### config.mk
export PLATFORM = sky130hd
export DESIGN_NAME = spi_xcvr
export DESIGN_NICKNAME = d
export VERILOG_FILES = /design/src/rtl/spi_pkg.sv /design/src/rtl/spi_prescaler.sv /design/src/rtl/spi_shift_engine.sv /design/src/rtl/spi_xcvr.sv
export SDC_FILE = /design/constraint.sdc
export NUM_CORES = 1
export LEC_CHECK = 0
export BUFFER_PORTS_ARGS = -buffer_cell sky130_fd_sc_hd__buf_2
export CAP_MARGIN = 0
export CORE_UTILIZATION = 55
export DETAILED_ROUTE_END_ITERATION = 12
export GPL_TIMING_DRIVEN = 0
export PLACE_DENSITY_LB_ADDON = 0.3
export SETUP_SLACK_MARGIN = 0.05
export SYNTH_ARGS = -nofsm -noshare
export SYNTH_HDL_FRONTEND = slang
export SYNTH_SLANG_ARGS = --single-unit
### constraint.sdc
create_clock -name clk -period 4.03 [get_ports clk]
set_input_delay 0.403 -clock clk [delete_from_list [all_inputs] [get_ports clk]]
set_output_delay 0.403 -clock clk [all_outputs]
set_load 0.005 [all_outputs]
### src/rtl/spi_pkg.sv
package spi_pkg;
  localparam int DATA_W = 8;
  localparam int PRE_W  = 5;
  localparam int EDGE_W = $clog2(2 * DATA_W);

  typedef logic [EDGE_W-1:0] edge_idx_t;

  typedef struct packed {
    logic [1:0] rate;
    logic       cpha;
    logic       cpol;
    logic       mstr;
    logic       en;
  } ctrl_t;

  localparam logic [1:0] A_CTRL = 2'd0;
  localparam logic [1:0] A_STAT = 2'd1;
  localparam logic [1:0] A_DATA = 2'd2;

  // system clocks between serial clock edges for a rate code
  function automatic logic [PRE_W-1:0] half_period(input logic [1:0] rate);
    return PRE_W'(2) << rate;
  endfunction

  // edge numbers count from 0; even numbers are leading edges
  function automatic logic is_sample(input edge_idx_t idx, input logic cpha);
    return idx[0] == cpha;
  endfunction

  function automatic logic is_shift(input edge_idx_t idx, input logic cpha);
    return (idx[0] != cpha) && !(cpha && idx == '0);
  endfunction
endpackage

### src/rtl/spi_prescaler.sv
module spi_prescaler
  import spi_pkg::*;
(
  input  logic       clk,
  input  logic       rst_n,
  input  logic       run,
  input  logic [1:0] rate,
  output logic       tick
);
  logic [PRE_W-1:0] cnt;

  assign tick = run && (cnt == half_period(rate) - PRE_W'(1));

  always_ff @(posedge clk or negedge rst_n) begin
    if (!rst_n)         cnt <= '0;
    else if (!run || tick) cnt <= '0;
    else                cnt <= cnt + PRE_W'(1);
  end

  // two ticks never sit back to back: the fastest rate still has a 2-cycle gap
  p_tick_gap_r3: assert property (@(posedge clk) disable iff (!rst_n)
    tick |=> !tick);
endmodule

### src/rtl/spi_shift_engine.sv
module spi_shift_engine
  import spi_pkg::*;
(
  input  logic              clk,
  input  logic              rst_n,
  input  logic              load,
  input  logic [DATA_W-1:0] load_byte,
  input  logic              active,
  input  logic              edge_p,
  input  logic              cpha,
  input  logic              in_bit,
  output logic              out_bit,
  output logic [DATA_W-1:0] rx_byte,
  output logic              last_edge
);
  logic [DATA_W-1:0] tx_sr, rx_sr;
  edge_idx_t         idx;
  logic              smp_now;

  assign smp_now   = active && edge_p && is_sample(idx, cpha);
  assign out_bit   = tx_sr[DATA_W-1];
  assign last_edge = active && edge_p && (idx == '1);
  assign rx_byte   = smp_now ? {rx_sr[DATA_W-2:0], in_bit} : rx_sr;

  always_ff @(posedge clk or negedge rst_n) begin
    if (!rst_n) begin
      tx_sr <= '0;
      rx_sr <= '0;
      idx   <= '0;
    end else if (load) begin
      tx_sr <= load_byte;
      idx   <= '0;
    end else if (!active) begin
      idx   <= '0;
    end else if (edge_p) begin
      if (is_sample(idx, cpha)) rx_sr <= {rx_sr[DATA_W-2:0], in_bit};
      if (is_shift(idx, cpha))  tx_sr <= {tx_sr[DATA_W-2:0], 1'b0};
      idx <= idx + 1'b1;
    end
  end

  // a new byte is only loaded between transfers, with the edge count at rest
  p_load_at_rest_r6: assert property (@(posedge clk) disable iff (!rst_n)
    load |-> (idx == '0 && !edge_p));
endmodule

### src/rtl/spi_xcvr.sv
module spi_xcvr
  import spi_pkg::*;
(
  input  logic       clk,
  input  logic       rst_n,
  input  logic [1:0] reg_addr,
  input  logic       reg_wr,
  input  logic [7:0] reg_wdata,
  output logic [7:0] reg_rdata,
  output logic       irq,
  input  logic       sck_i,
  input  logic       ss_n_i,
  input  logic       mosi_i,
  input  logic       miso_i,
  output logic       sck_o,
  output logic       sck_oe,
  output logic       ss_n_o,
  output logic       mosi_o,
  output logic       mosi_oe,
  output logic       miso_o,
  output logic       miso_oe
);
  localparam int FLAG_W = 3;

  ctrl_t             ctrl_q;
  logic [FLAG_W-1:0] flags, flags_nx;   // {modf, wcol, done}
  logic              busy_m, phase;
  logic [DATA_W-1:0] rx_reg, rx_byte;
  logic [2:0]        sy1, sy2;          // {sck, ss_n, mosi}
  logic              sck_d;

  // named internal events
  logic ss_act, slave_act, in_prog, modf_ev, wr_data, wcol_ev, load, start;
  logic tick, m_edge, s_edge, edge_p, in_bit, shift_out, xfer_done, drive_m;

  always_ff @(posedge clk or negedge rst_n) begin
    if (!rst_n) begin
      sy1   <= 3'b010;
      sy2   <= 3'b010;
      sck_d <= 1'b0;
    end else begin
      sy1   <= {sck_i, ss_n_i, mosi_i};
      sy2   <= sy1;
      sck_d <= sy2[2];
    end
  end

  assign ss_act    = !sy2[1];
  assign slave_act = ctrl_q.en && !ctrl_q.mstr && ss_act;
  assign modf_ev   = ctrl_q.en && ctrl_q.mstr && ss_act;
  assign in_prog   = busy_m || slave_act;
  assign wr_data   = reg_wr && (reg_addr == A_DATA);
  assign wcol_ev   = wr_data && in_prog;
  assign load      = wr_data && !in_prog;
  assign start     = load && ctrl_q.en && ctrl_q.mstr && !modf_ev;
  assign m_edge    = busy_m && tick;
  assign s_edge    = slave_act && (sy2[2] != sck_d);
  assign edge_p    = m_edge || s_edge;
  assign in_bit    = busy_m ? miso_i : sy2[0];

  spi_prescaler u_pre (
    .clk(clk), .rst_n(rst_n), .run(busy_m), .rate(ctrl_q.rate), .tick(tick)
  );

  spi_shift_engine u_eng (
    .clk(clk), .rst_n(rst_n), .load(load), .load_byte(reg_wdata),
    .active(in_prog), .edge_p(edge_p), .cpha(ctrl_q.cpha), .in_bit(in_bit),
    .out_bit(shift_out), .rx_byte(rx_byte), .last_edge(xfer_done)
  );

  always_comb begin
    flags_nx = flags;
    if (reg_wr && reg_addr == A_STAT) flags_nx = flags & ~reg_wdata[FLAG_W-1:0];
    if (xfer_done) flags_nx[0] = 1'b1;
    if (wcol_ev)   flags_nx[1] = 1'b1;
    if (modf_ev)   flags_nx[2] = 1'b1;
  end

  always_ff @(posedge clk or negedge rst_n) begin
    if (!rst_n) begin
      ctrl_q <= '0;
      flags  <= '0;
      busy_m <= 1'b0;
      phase  <= 1'b0;
      rx_reg <= '0;
    end else begin
      if (reg_wr && reg_addr == A_CTRL) ctrl_q <= ctrl_t'(reg_wdata[5:0]);
      if (modf_ev) ctrl_q.mstr <= 1'b0;
      flags <= flags_nx;
      if (modf_ev)        busy_m <= 1'b0;
      else if (start)     busy_m <= 1'b1;
      else if (xfer_done) busy_m <= 1'b0;
      if (modf_ev || !busy_m) phase <= 1'b0;
      else if (m_edge)        phase <= ~phase;
      if (xfer_done) rx_reg <= rx_byte;
    end
  end

  assign drive_m = ctrl_q.en && ctrl_q.mstr && !flags[2];
  assign sck_o   = ctrl_q.cpol ^ phase;
  assign sck_oe  = drive_m;
  assign mosi_o  = shift_out;
  assign mosi_oe = drive_m;
  assign ss_n_o  = !busy_m;
  assign miso_o  = shift_out;
  assign miso_oe = slave_act && !flags[2];
  assign irq     = flags[0];

  always_comb begin
    unique case (reg_addr)
      A_CTRL:  reg_rdata = {2'b00, ctrl_q};
      A_STAT:  reg_rdata = {5'b0, flags};
      A_DATA:  reg_rdata = rx_reg;
      default: reg_rdata = '0;
    endcase
  end

  p_done_irq_r5: assert property (@(posedge clk) disable iff (!rst_n)
    xfer_done |=> irq);

  p_wcol_flag_r6: assert property (@(posedge clk) disable iff (!rst_n)
    wcol_ev |=> reg_rdata_flag_wcol());

  p_modf_release_r7: assert property (@(posedge clk) disable iff (!rst_n)
    modf_ev |=> (!ctrl_q.mstr && !sck_oe && !mosi_oe && !miso_oe && !busy_m));

  p_sck_idle_r4: assert property (@(posedge clk) disable iff (!rst_n)
    !busy_m |-> (sck_o == ctrl_q.cpol));

  p_one_driver_r8: assert property (@(posedge clk) disable iff (!rst_n)
    !(mosi_oe && miso_oe));

  function automatic logic reg_rdata_flag_wcol();
    return flags[1];
  endfunction
endmodule

==> results_dict.tcl, run 1 <==
set metrics [dict create \
    core_mm2 0.00432 \
    layout.nets 288 \
    antenna_found_initial 0 \
    syn-cell-area_mm2 0.00247 \
    setup_tns_ns 0 \
    routed_wl_mm 4.76 \
    reg2reg_from "ctrl_q[0]" \
    grt_pass1_vias 1742 \
    worst_setup_path_end_kind "flip-flop" \
    hold_buffers 0 \
    drv_cap 0 \
    ant_nets 0 \
    crit_end "u_eng.rx_sr[1]" \
    grt_pass1_wl_mm 8.00 \
    rr_worst_depth 6 \
    worst_slack_ns 1.97 \
    reg2reg_slack_ns 1.97 \
    post-place-ws_ns 2.02 \
    startpoint "ctrl_q[0]" \
    postCtsSetupBuffers 0 \
    portBuffers 31 \
    cts_tree "yes" \
    startpoint_type "flip-flop" \
    syn_inst 230 \
    grt_usage_pct 21.6 \
    yosysWarnings 0 \
    die-area_mm2 0.00477 \
    slew_headroom_pct 26.6 \
    start_util_pct 57.2 \
    cts_buffers 5 \
    irDropWorstVdd_mv 0.254 \
    ys_ff_latch 51 \
    cts_num_sinks 51 \
    die_x_um 69.0 \
    layout-drive-gt1-share_pct 27.1 \
    synth_nets 250 \
    area_growth_pct 13.0 \
    fmax_mhz 486 \
    tightest_slew_ns 1.10 \
    status "finished clean" \
    worstReg2RegEnd "u_eng.rx_sr[1]" \
    p_total_mw 1.39 \
    cts_root_buf "clkbuf_8" \
    vias 1785 \
    final_area_mm2 0.00279 \
    cellLeakagePower_nw 1.35 \
    clock_path_buffers 2 \
    min-delay-start "ss_n_i" \
    layout_worst_path_cycle_share_pct 51.0 \
    hold_path_class "in -> reg" \
    io_pins 33 \
    setup_viol 0 \
    drc 0 \
    drt_iter0_drc 73 \
    crit_type "reg -> reg" \
    overflow 0 \
    hold_viol 0 \
    cts.clk_slew.worst_paths_ns 0.09 \
    crit_required_ns 4.22 \
    clk_latency_ns 0.31 \
    rsz0062_at_grt "false" \
    cts.repair.resized 0 \
    finClkSkew_ns 0.0115 \
    dp_hpwl_mm 3.58 \
    worstPathMaxFanout 10 \
    power.density_mw_per_mm2 497 \
    dieHeight_um 69.0 \
    gp_congestion 0.842 \
    avgSynthCellArea_um2 10.7 \
    row_count 24 \
    cp.arrival_ns 2.24 \
    drtPass1Iterations 4 \
    final_max_slew_viol_count 0 \
    insertedDiodeCount 0 \
    holdWs_ns 0.195 \
    wl_per_cell_um 14.8 \
    synth_seq_area_share_pct 51.7 \
    grt_max_degree 52 \
    min_period_ns 2.06 \
    placed_cell_area_mm2 0.00269 \
    cts_max_level 2 \
    vias_per_cell 5.56 \
    ys_types 43 \
]
## cell usage after synthesis (all sizes together)
| cell type | n | area, um2 |
|---|---|---|
| nor3 | 2 | 10.0 |
| mux2 | 21 | 236 |
| nand2b | 3 | 18.8 |
| and3 | 2 | 17.5 |
| or3b | 1 | 11.3 |
| a21o | 1 | 7.51 |
| xor2 | 3 | 26.3 |
| o31ai | 2 | 15.0 |
| mux2i | 10 | 100 |
| a211oi | 1 | 7.51 |
| o211ai | 1 | 7.51 |
| nor3b | 1 | 7.51 |
| buf | 5 | 42.5 |
| a221o | 4 | 40.0 |
| a41oi | 1 | 16.3 |
| nor2 | 20 | 101 |
| o21ai | 10 | 50.0 |
| and2 | 8 | 52.6 |
| a41o | 1 | 10.0 |
| clkbuf | 4 | 15.0 |
| ha | 3 | 37.5 |
| nand3 | 10 | 50.1 |
| o21a | 1 | 7.51 |
| nor2b | 6 | 37.5 |
| a31oi | 4 | 25.0 |
| dfrtp | 49 | 1230 |
| dfstp | 2 | 52.6 |
| inv | 6 | 22.5 |
| nand2 | 38 | 143 |
| a32o | 1 | 10.0 |
| xnor2 | 5 | 43.8 |
| a21oi | 4 | 23.8 |
## routing by layer
layer / global-route usage (%) / share of wire [%] / wire length (um) / up-vias
li1: - / - / - / 862
met2: 34.6 / 49 / 2320 / 33
met3: 4.97 / 3.2 / 152 / 7
met4: 8.39 / 1.5 / 72 / 0
met5: 0 / 0 / 0 / -
met1: 28.4 / 47 / 2220 / 883
## placed cells by master (no fill, tap or decap), types with 3 or more instances in the layout
master,instances
o21ai_0,9
a21oi_1,3
nand3_1,10
mux2i_1,10
xnor2_1,5
inv_1,6
clkbuf_8,7
nor2_1,17
nor2b_1,6
nand2b_1,3
ha_1,3
and2_1,3
and2_0,4
mux2_2,20
clkbuf_1,5
a221o_1,4
a31oi_1,4
dfrtp_1,49
xor2_1,3
buf_2,32
nand2_1,38
## kinds of logic after synthesis
kind of cell             synth area share [%]
AND/OR/NAND/NOR                          18.2
flip-flops                               51.7
AO/OA/AOI/OAI                            8.91
multiplexers                             13.6
buffers and inverters                    3.24
XOR/XNOR                                 2.83
adder cells (fa/ha/maj)                  1.52
## through the flow
step,instances,util [%]
floorplan,230,-
CTS,321,64.6
global placement,313,62.3
finish,321,64.6
global route,321,64.6
detailed placement,313,62.3
## worst max-delay path, cell delays in order, from the launching register on
cell and delay [ns]:
dfrtp_1 0.48, or3b_4 0.45, nor2_1 0.19, a41oi_2 0.09, buf_6 0.22, nor2_8 0.15
mux2_2 0.35
## cell type report
| cell class | count | area (um2) |
|---|---|---|
| timing repair buffer | 31 | 155 |
| clock buffer | 8 | 100 |
| fill | 352 | 1530 |
| sequential | 51 | 1280 |
| inverter | 6 | 22.5 |
| buffer | 9 | 57.6 |
| tap | 52 | 65.1 |
| multi-input combinational | 164 | 1110 |
## power breakdown
group,switching [mW],internal [mW],total [mW],leakage (nW)
sequential,0.0915,0.617,0.708,0.645
combinational,0.191,0.172,0.363,0.658
clock,0.160,0.157,0.317,0.0515
## worst min path at each step
| stage | end | slack [ns] | depth (start not counted) |
|---|---|---|---|
| after floorplan | busy_m | 0.11 | 0 |
| after global placement | sy2[0] | 0.33 | 0 |
| after detailed placement | sy2[0] | 0.34 | 0 |
| after CTS | sy1[1] | 0.18 | 1 |
| after global routing | sy1[1] | 0.17 | 1 |
| final | sy1[1] | 0.20 | 1 |
Power figures use the tool's default switching activity.
==> run 2, diff against run 1 <==
==> constraint.sdc (replaced) <==
create_clock -name clk -period 1.9 [get_ports clk]
set_input_delay 0.19 -clock clk [delete_from_list [all_inputs] [get_ports clk]]
set_output_delay 0.19 -clock clk [all_outputs]
set_load 0.005 [all_outputs]
==> results_dict.tcl, run 2 (synthesis gave the netlist of run 1 again) <==
set metrics [dict create \
    vias 1861 \
    irDropWorstVdd_mv 0.542 \
    drv_cap 0 \
    overflow 0 \
    setup_viol 0 \
    final_max_slew_viol_count 0 \
    core_mm2 0.00432 \
    cts.clk_slew.worst_paths_ns 0.09 \
    worst_slack_ns 0.0554 \
    power.density_mw_per_mm2 1040 \
    fin_util_pct 67.6 \
    vias_per_cell 5.64 \
    row_count 24 \
    wl_met3_um 181 \
    wl_met1_mm 2.29 \
    tightest_slew_ns 1.11 \
    worstPathMaxFanout 8 \
    cts_tree "yes" \
    grt_pass1_wl_mm 8.31 \
    io_pins 33 \
    p_total_mw 3.05 \
    finClkSkew_ns 0.0106 \
    insertedDiodeCount 0 \
    ant_nets 0 \
    min_period_ns 1.84 \
    highest_layer "met4" \
    grt_max_degree 52 \
    rsz0062_at_grt "true" \
    layout_commonest_cell "dfrtp_1" \
    hold_path_class "in -> async" \
    gp_congestion 0.842 \
    worst_setup_path_end_kind "flip-flop" \
    rr_worst_depth 6 \
    layout_common_cells "dfrtp_1 (45), nand2_1 (38), buf_2 (32)" \
    grt_usage_pct 22.4 \
    met2RoutedLength_mm 2.50 \
    drtPass1Iterations 4 \
    routed_wl_mm 5.06 \
    antenna_found_initial 0 \
    cp.arrival_ns 2.04 \
    dieHeight_um 69.0 \
    die-area_mm2 0.00477 \
    cts_num_sinks 51 \
    cellLeakagePower_nw 1.41 \
    crit_type "reg -> reg" \
    clock_path_buffers 2 \
    hold_viol 0 \
    post-place-ws_ns -0.113 \
    layout.nets 297 \
    die_x_um 69.0 \
    crit_required_ns 2.09 \
    cts_buffers 5 \
    startpoint_type "flip-flop" \
    slew_headroom_pct 25.9 \
    grt_pass1_vias 1823 \
    portBuffers 31 \
    fmax_mhz 542 \
    wl_per_cell_um 15.3 \
    dp_hpwl_mm 3.58 \
    layout_worst_path_cycle_share_pct 97.1 \
    status "finished clean" \
    cts_max_level 2 \
    area_growth_pct 18.3 \
    start_util_pct 57.2 \
    drt_iter0_drc 82 \
    cts_root_buf "clkbuf_8" \
    layout-drive-gt1-share_pct 32.4 \
    drc 0 \
    clk_latency_ns 0.31 \
]
-- run 2: cell count changes in the layout (fill, tap and decap cells not counted), sizes merged --
cell / before / now
dlygate4sd3: 0 / 3
buf: 36 / 43
clkbuf: 12 / 11
-- run 2: where the power goes --
group	switching [mW]	leakage [nW]	internal, mW
clock network	0.346	0.0515	0.333
logic	0.427	0.717	0.415
registers	0.213	0.641	1.31
-- run 2: layout make-up --
class	count	area, um2
fillers	334	1400
flip-flops and latches	51	1280
multi-input cells	164	1160
repair buffers	41	238
clock buffers	8	100
well taps	52	65.1
plain buffers	8	53.8
inverters	6	22.5
-- run 2: final timing paths --
path	start	end	slack (ns)
min reg2reg	sy1[0]	sy2[0]	0.35
max reg2reg	ctrl_q[1]	u_eng.rx_sr[1]	0.06
min in group clk	reg_wdata[4]	ctrl_q[4]	0.13
max in group asynchronous	rst_n	ctrl_q[1]	1.06
max	ctrl_q[1]	u_eng.rx_sr[1]	0.06
min	rst_n	u_eng.tx_sr[6]	0.08
-- run 2: through the flow --
stage / TNS [ns] / hold WS (ns) / cell area [um2] / instances
CTS: 0 / 0.123 / 2900 / 328
detailed placement: -1.47 / 0.297 / 2690 / 313
global route: -0.00387 / 0.120 / 2920 / 330
finish: 0 / 0.0754 / 2920 / 330
floorplan: 0 / -0.106 / 2470 / 230
global placement: -0.992 / 0.295 / 2690 / 313
-- run 2: worst max-delay path, stage by stage (launching register included) --
cell and delay (ns):
dfrtp_2 0.43, or3b_4 0.42, nor2_4 0.13, a41oi_4 0.06, buf_6 0.19, nor2_8 0.15
mux2_2 0.35
-- run 2: metal layers --
metal,vias up,track usage [%]
met4,0,9.07
li1,885,-
met5,-,0
met3,11,5.41
met1,926,28.3
met2,39,37.0
-- run 2: what timing repair did --
item                                   CTS  global route
cloned                                   0             0
setup endpoints to repair               21            20
pin swaps                                7             8
resized for setup                       11             6
hold buffers                             3             0
endpoints found under the hold margin    3             0
setup buffers                            5             2
==> run 3, diff against run 2 <==
--- a/config.mk
+++ b/config.mk
@@ -5,8 +5,11 @@
 export SDC_FILE = /design/constraint.sdc
 export NUM_CORES = 1
 export LEC_CHECK = 0
+export ABC_AREA = 1
 export BUFFER_PORTS_ARGS = -buffer_cell sky130_fd_sc_hd__buf_2
 export CAP_MARGIN = 0
+export CORE_ASPECT_RATIO = 1.25
+export CORE_MARGIN = 2
 export CORE_UTILIZATION = 55
 export DETAILED_ROUTE_END_ITERATION = 12
 export GPL_TIMING_DRIVEN = 0
==> results_dict.tcl, run 3 <==
set metrics [dict create \
    tightest_slew_ns 1.10 \
    async_flop_share_pct 100 \
    cts_buffers 5 \
    row_count 27 \
    die-area_mm2 0.00509 \
    worstReg2RegEnd "rx_reg[6]" \
    final_max_slew_viol_count 0 \
    cts_root_buf "clkbuf_8" \
    start_util_pct 56.8 \
    reg2reg_from "u_pre.cnt[0]" \
    avgSynthCellArea_um2 8.62 \
    placed_cell_area_mm2 0.00273 \
    clk_latency_ns 0.30 \
    status "finished clean" \
    clock_path_buffers 2 \
    startpoint_type "flip-flop" \
    synth_most_common_cell "nand2_1" \
    drc 0 \
    core_mm2 0.00439 \
    reg2reg_slack_ns 0.23 \
    worstPathMaxFanout 10 \
    grt_max_degree 52 \
    vias_per_cell 5.21 \
    cts_num_sinks 51 \
    fin_util_pct 64.6 \
    crit_type "reg -> reg" \
    overflow 0 \
    layoutNonFillerInstCount 390 \
    drtPass1Iterations 4 \
    drv_cap 0 \
    antenna_found_initial 0 \
    setup_viol 0 \
    setup_tns_ns 0 \
    grt_usage_pct 21.6 \
    portBuffers 32 \
    cts_tree "yes" \
    yosysWarnings 0 \
    synth_common_cells "nand2_1 (73), dfrtp_1 (49), nand3_1 (47)" \
    layout-drive-gt1-share_pct 19.0 \
    cp.arrival_ns 1.87 \
    final_area_mm2 0.00284 \
    ys_ff_latch 51 \
    cellLeakagePower_nw 1.46 \
    die_x_um 64.2 \
    area_growth_pct 13.9 \
    synth-edff-count 0 \
    fmax_mhz 600 \
    layout_commonest_cell "nand2_1" \
    layout_common_cells "nand2_1 (73), dfrtp_1 (49), nand3_1 (47)" \
    dp_hpwl_mm 3.71 \
    ys_types 31 \
    irDropWorstVdd_mv 0.706 \
    hold_path_class "in -> async" \
    worst_setup_path_end_kind "flip-flop" \
    syn-cell-area_mm2 0.00249 \
    syn_inst 289 \
    layout.nets 351 \
    cts_max_level 2 \
    wl_per_cell_um 13.0 \
    finClkSkew_ns 0.00346 \
    min_period_ns 1.67 \
    synthFlopType "dfrtp_1" \
    layout_worst_path_cycle_share_pct 87.7 \
    synth_area_leaders "dfrtp_1 (49%), nand2_1 (11%), nand3_1 (9.4%)" \
    p_total_mw 2.79 \
    cts.repair.resized 0 \
    routed_wl_mm 5.09 \
    power.density_mw_per_mm2 981 \
    dieHeight_um 79.3 \
    drt_iter0_drc 127 \
    insertedDiodeCount 0 \
    vias 2032 \
    synth_seq_area_share_pct 51.3 \
    gp_congestion 0.858 \
    rr_worst_depth 9 \
    synth_area_leader_cell "dfrtp_1" \
    dp.cells 379 \
    grt_pass1_wl_mm 8.45 \
    synth_nets 309 \
    synth_top_area_share_pct 49.2 \
    grt_pass1_vias 1822 \
    io_pins 33 \
    hold_viol 0 \
    slew_headroom_pct 26.7 \
    crit_required_ns 2.10 \
    rsz0062_at_grt "false" \
    cts.clk_slew.worst_paths_ns 0.09 \
    ant_nets 0 \
]
[run 3: cell types whose count changed in the layout (fill, tap and decap cells not counted), sizes merged, moves of 4 or more]
cell,delta
a221o,-4
a31oi,-4
buf,-6
clkbuf,-6
inv,+33
mux2,-21
mux2i,-9
nand2,+42
nand3,+37
nor2b,-6
o21ai,+5
[run 3: worst max-delay path by stage]
stage                             from              to  slack, ns  cells after the start
after floorplan           u_eng.idx[0]  u_eng.tx_sr[1]       0.42                      9
final                     u_pre.cnt[0]       rx_reg[6]       0.23                      9
after CTS                 u_pre.cnt[0]       rx_reg[1]       0.20                      9
after global routing      u_pre.cnt[0]       rx_reg[7]       0.07                      9
after global placement    u_pre.cnt[0]       rx_reg[7]       0.28                      9
after detailed placement  u_pre.cnt[0]       rx_reg[0]       0.22                      9
[run 3: per-layer routing]
layer	global-route usage (%)	part of all wire, %	vias up
met2	35.6	50	56
li1	-	-	997
met3	3.68	5.4	5
met4	8.09	1.4	0
met5	0	0	-
met1	28.6	43	974
[run 3: what timing repair did]
| action | 4_1_cts | 5_1_grt |
|---|---|---|
| setup buffers | 0 | 0 |
| hold endpoints to repair | 3 | 0 |
| hold buffers | 3 | 0 |
[run 3: report_power, final]
part	internal [mW]	total, mW	leakage, nW	switching, mW
Sequential	1.31	1.46	0.633	0.145
Clock	0.253	0.607	0.0477	0.354
Combinational	0.298	0.720	0.781	0.423
[run 3: through the flow]
step | hold WS [ns] | setup WS (ns)
after floorplan | -0.106 | 0.423
after global placement | 0.296 | 0.277
after detailed placement | 0.296 | 0.221
after CTS | 0.103 | 0.198
after global routing | 0.127 | 0.0659
final | 0.0902 | 0.233
[run 3: cells by family after synthesis]
kind of cell,Yosys count,synth area share [%]
xor gates and xnor gates,7,3.21
AOI/OAI and AO/OA,22,5.22
adders and majority gates,3,1.51
and+or+nand+nor,161,30.4
buffers and inverters,44,7.93
muxes,1,0.402
DFF,51,51.3
[run 3: layout make-up]
cell class	count	area [um2]
clock buffers	5	68.8
repair buffers	35	190
plain buffers	5	51.3
well taps	58	72.6
fillers	388	1550
multi-input cells	194	1020
clock inverters	3	15.0
flip-flops and latches	51	1280
inverters	39	146
[run 3: worst max-delay path, stage by stage, from the launching register on]
cell	delay (ns)
dfrtp_1	0.40
inv_1	0.07
nor2_2	0.08
nand2_1	0.07
nor2_2	0.15
nand4_4	0.14
a21oi_4	0.35
inv_2	0.16
nand2_1	0.09
nand2_1	0.05
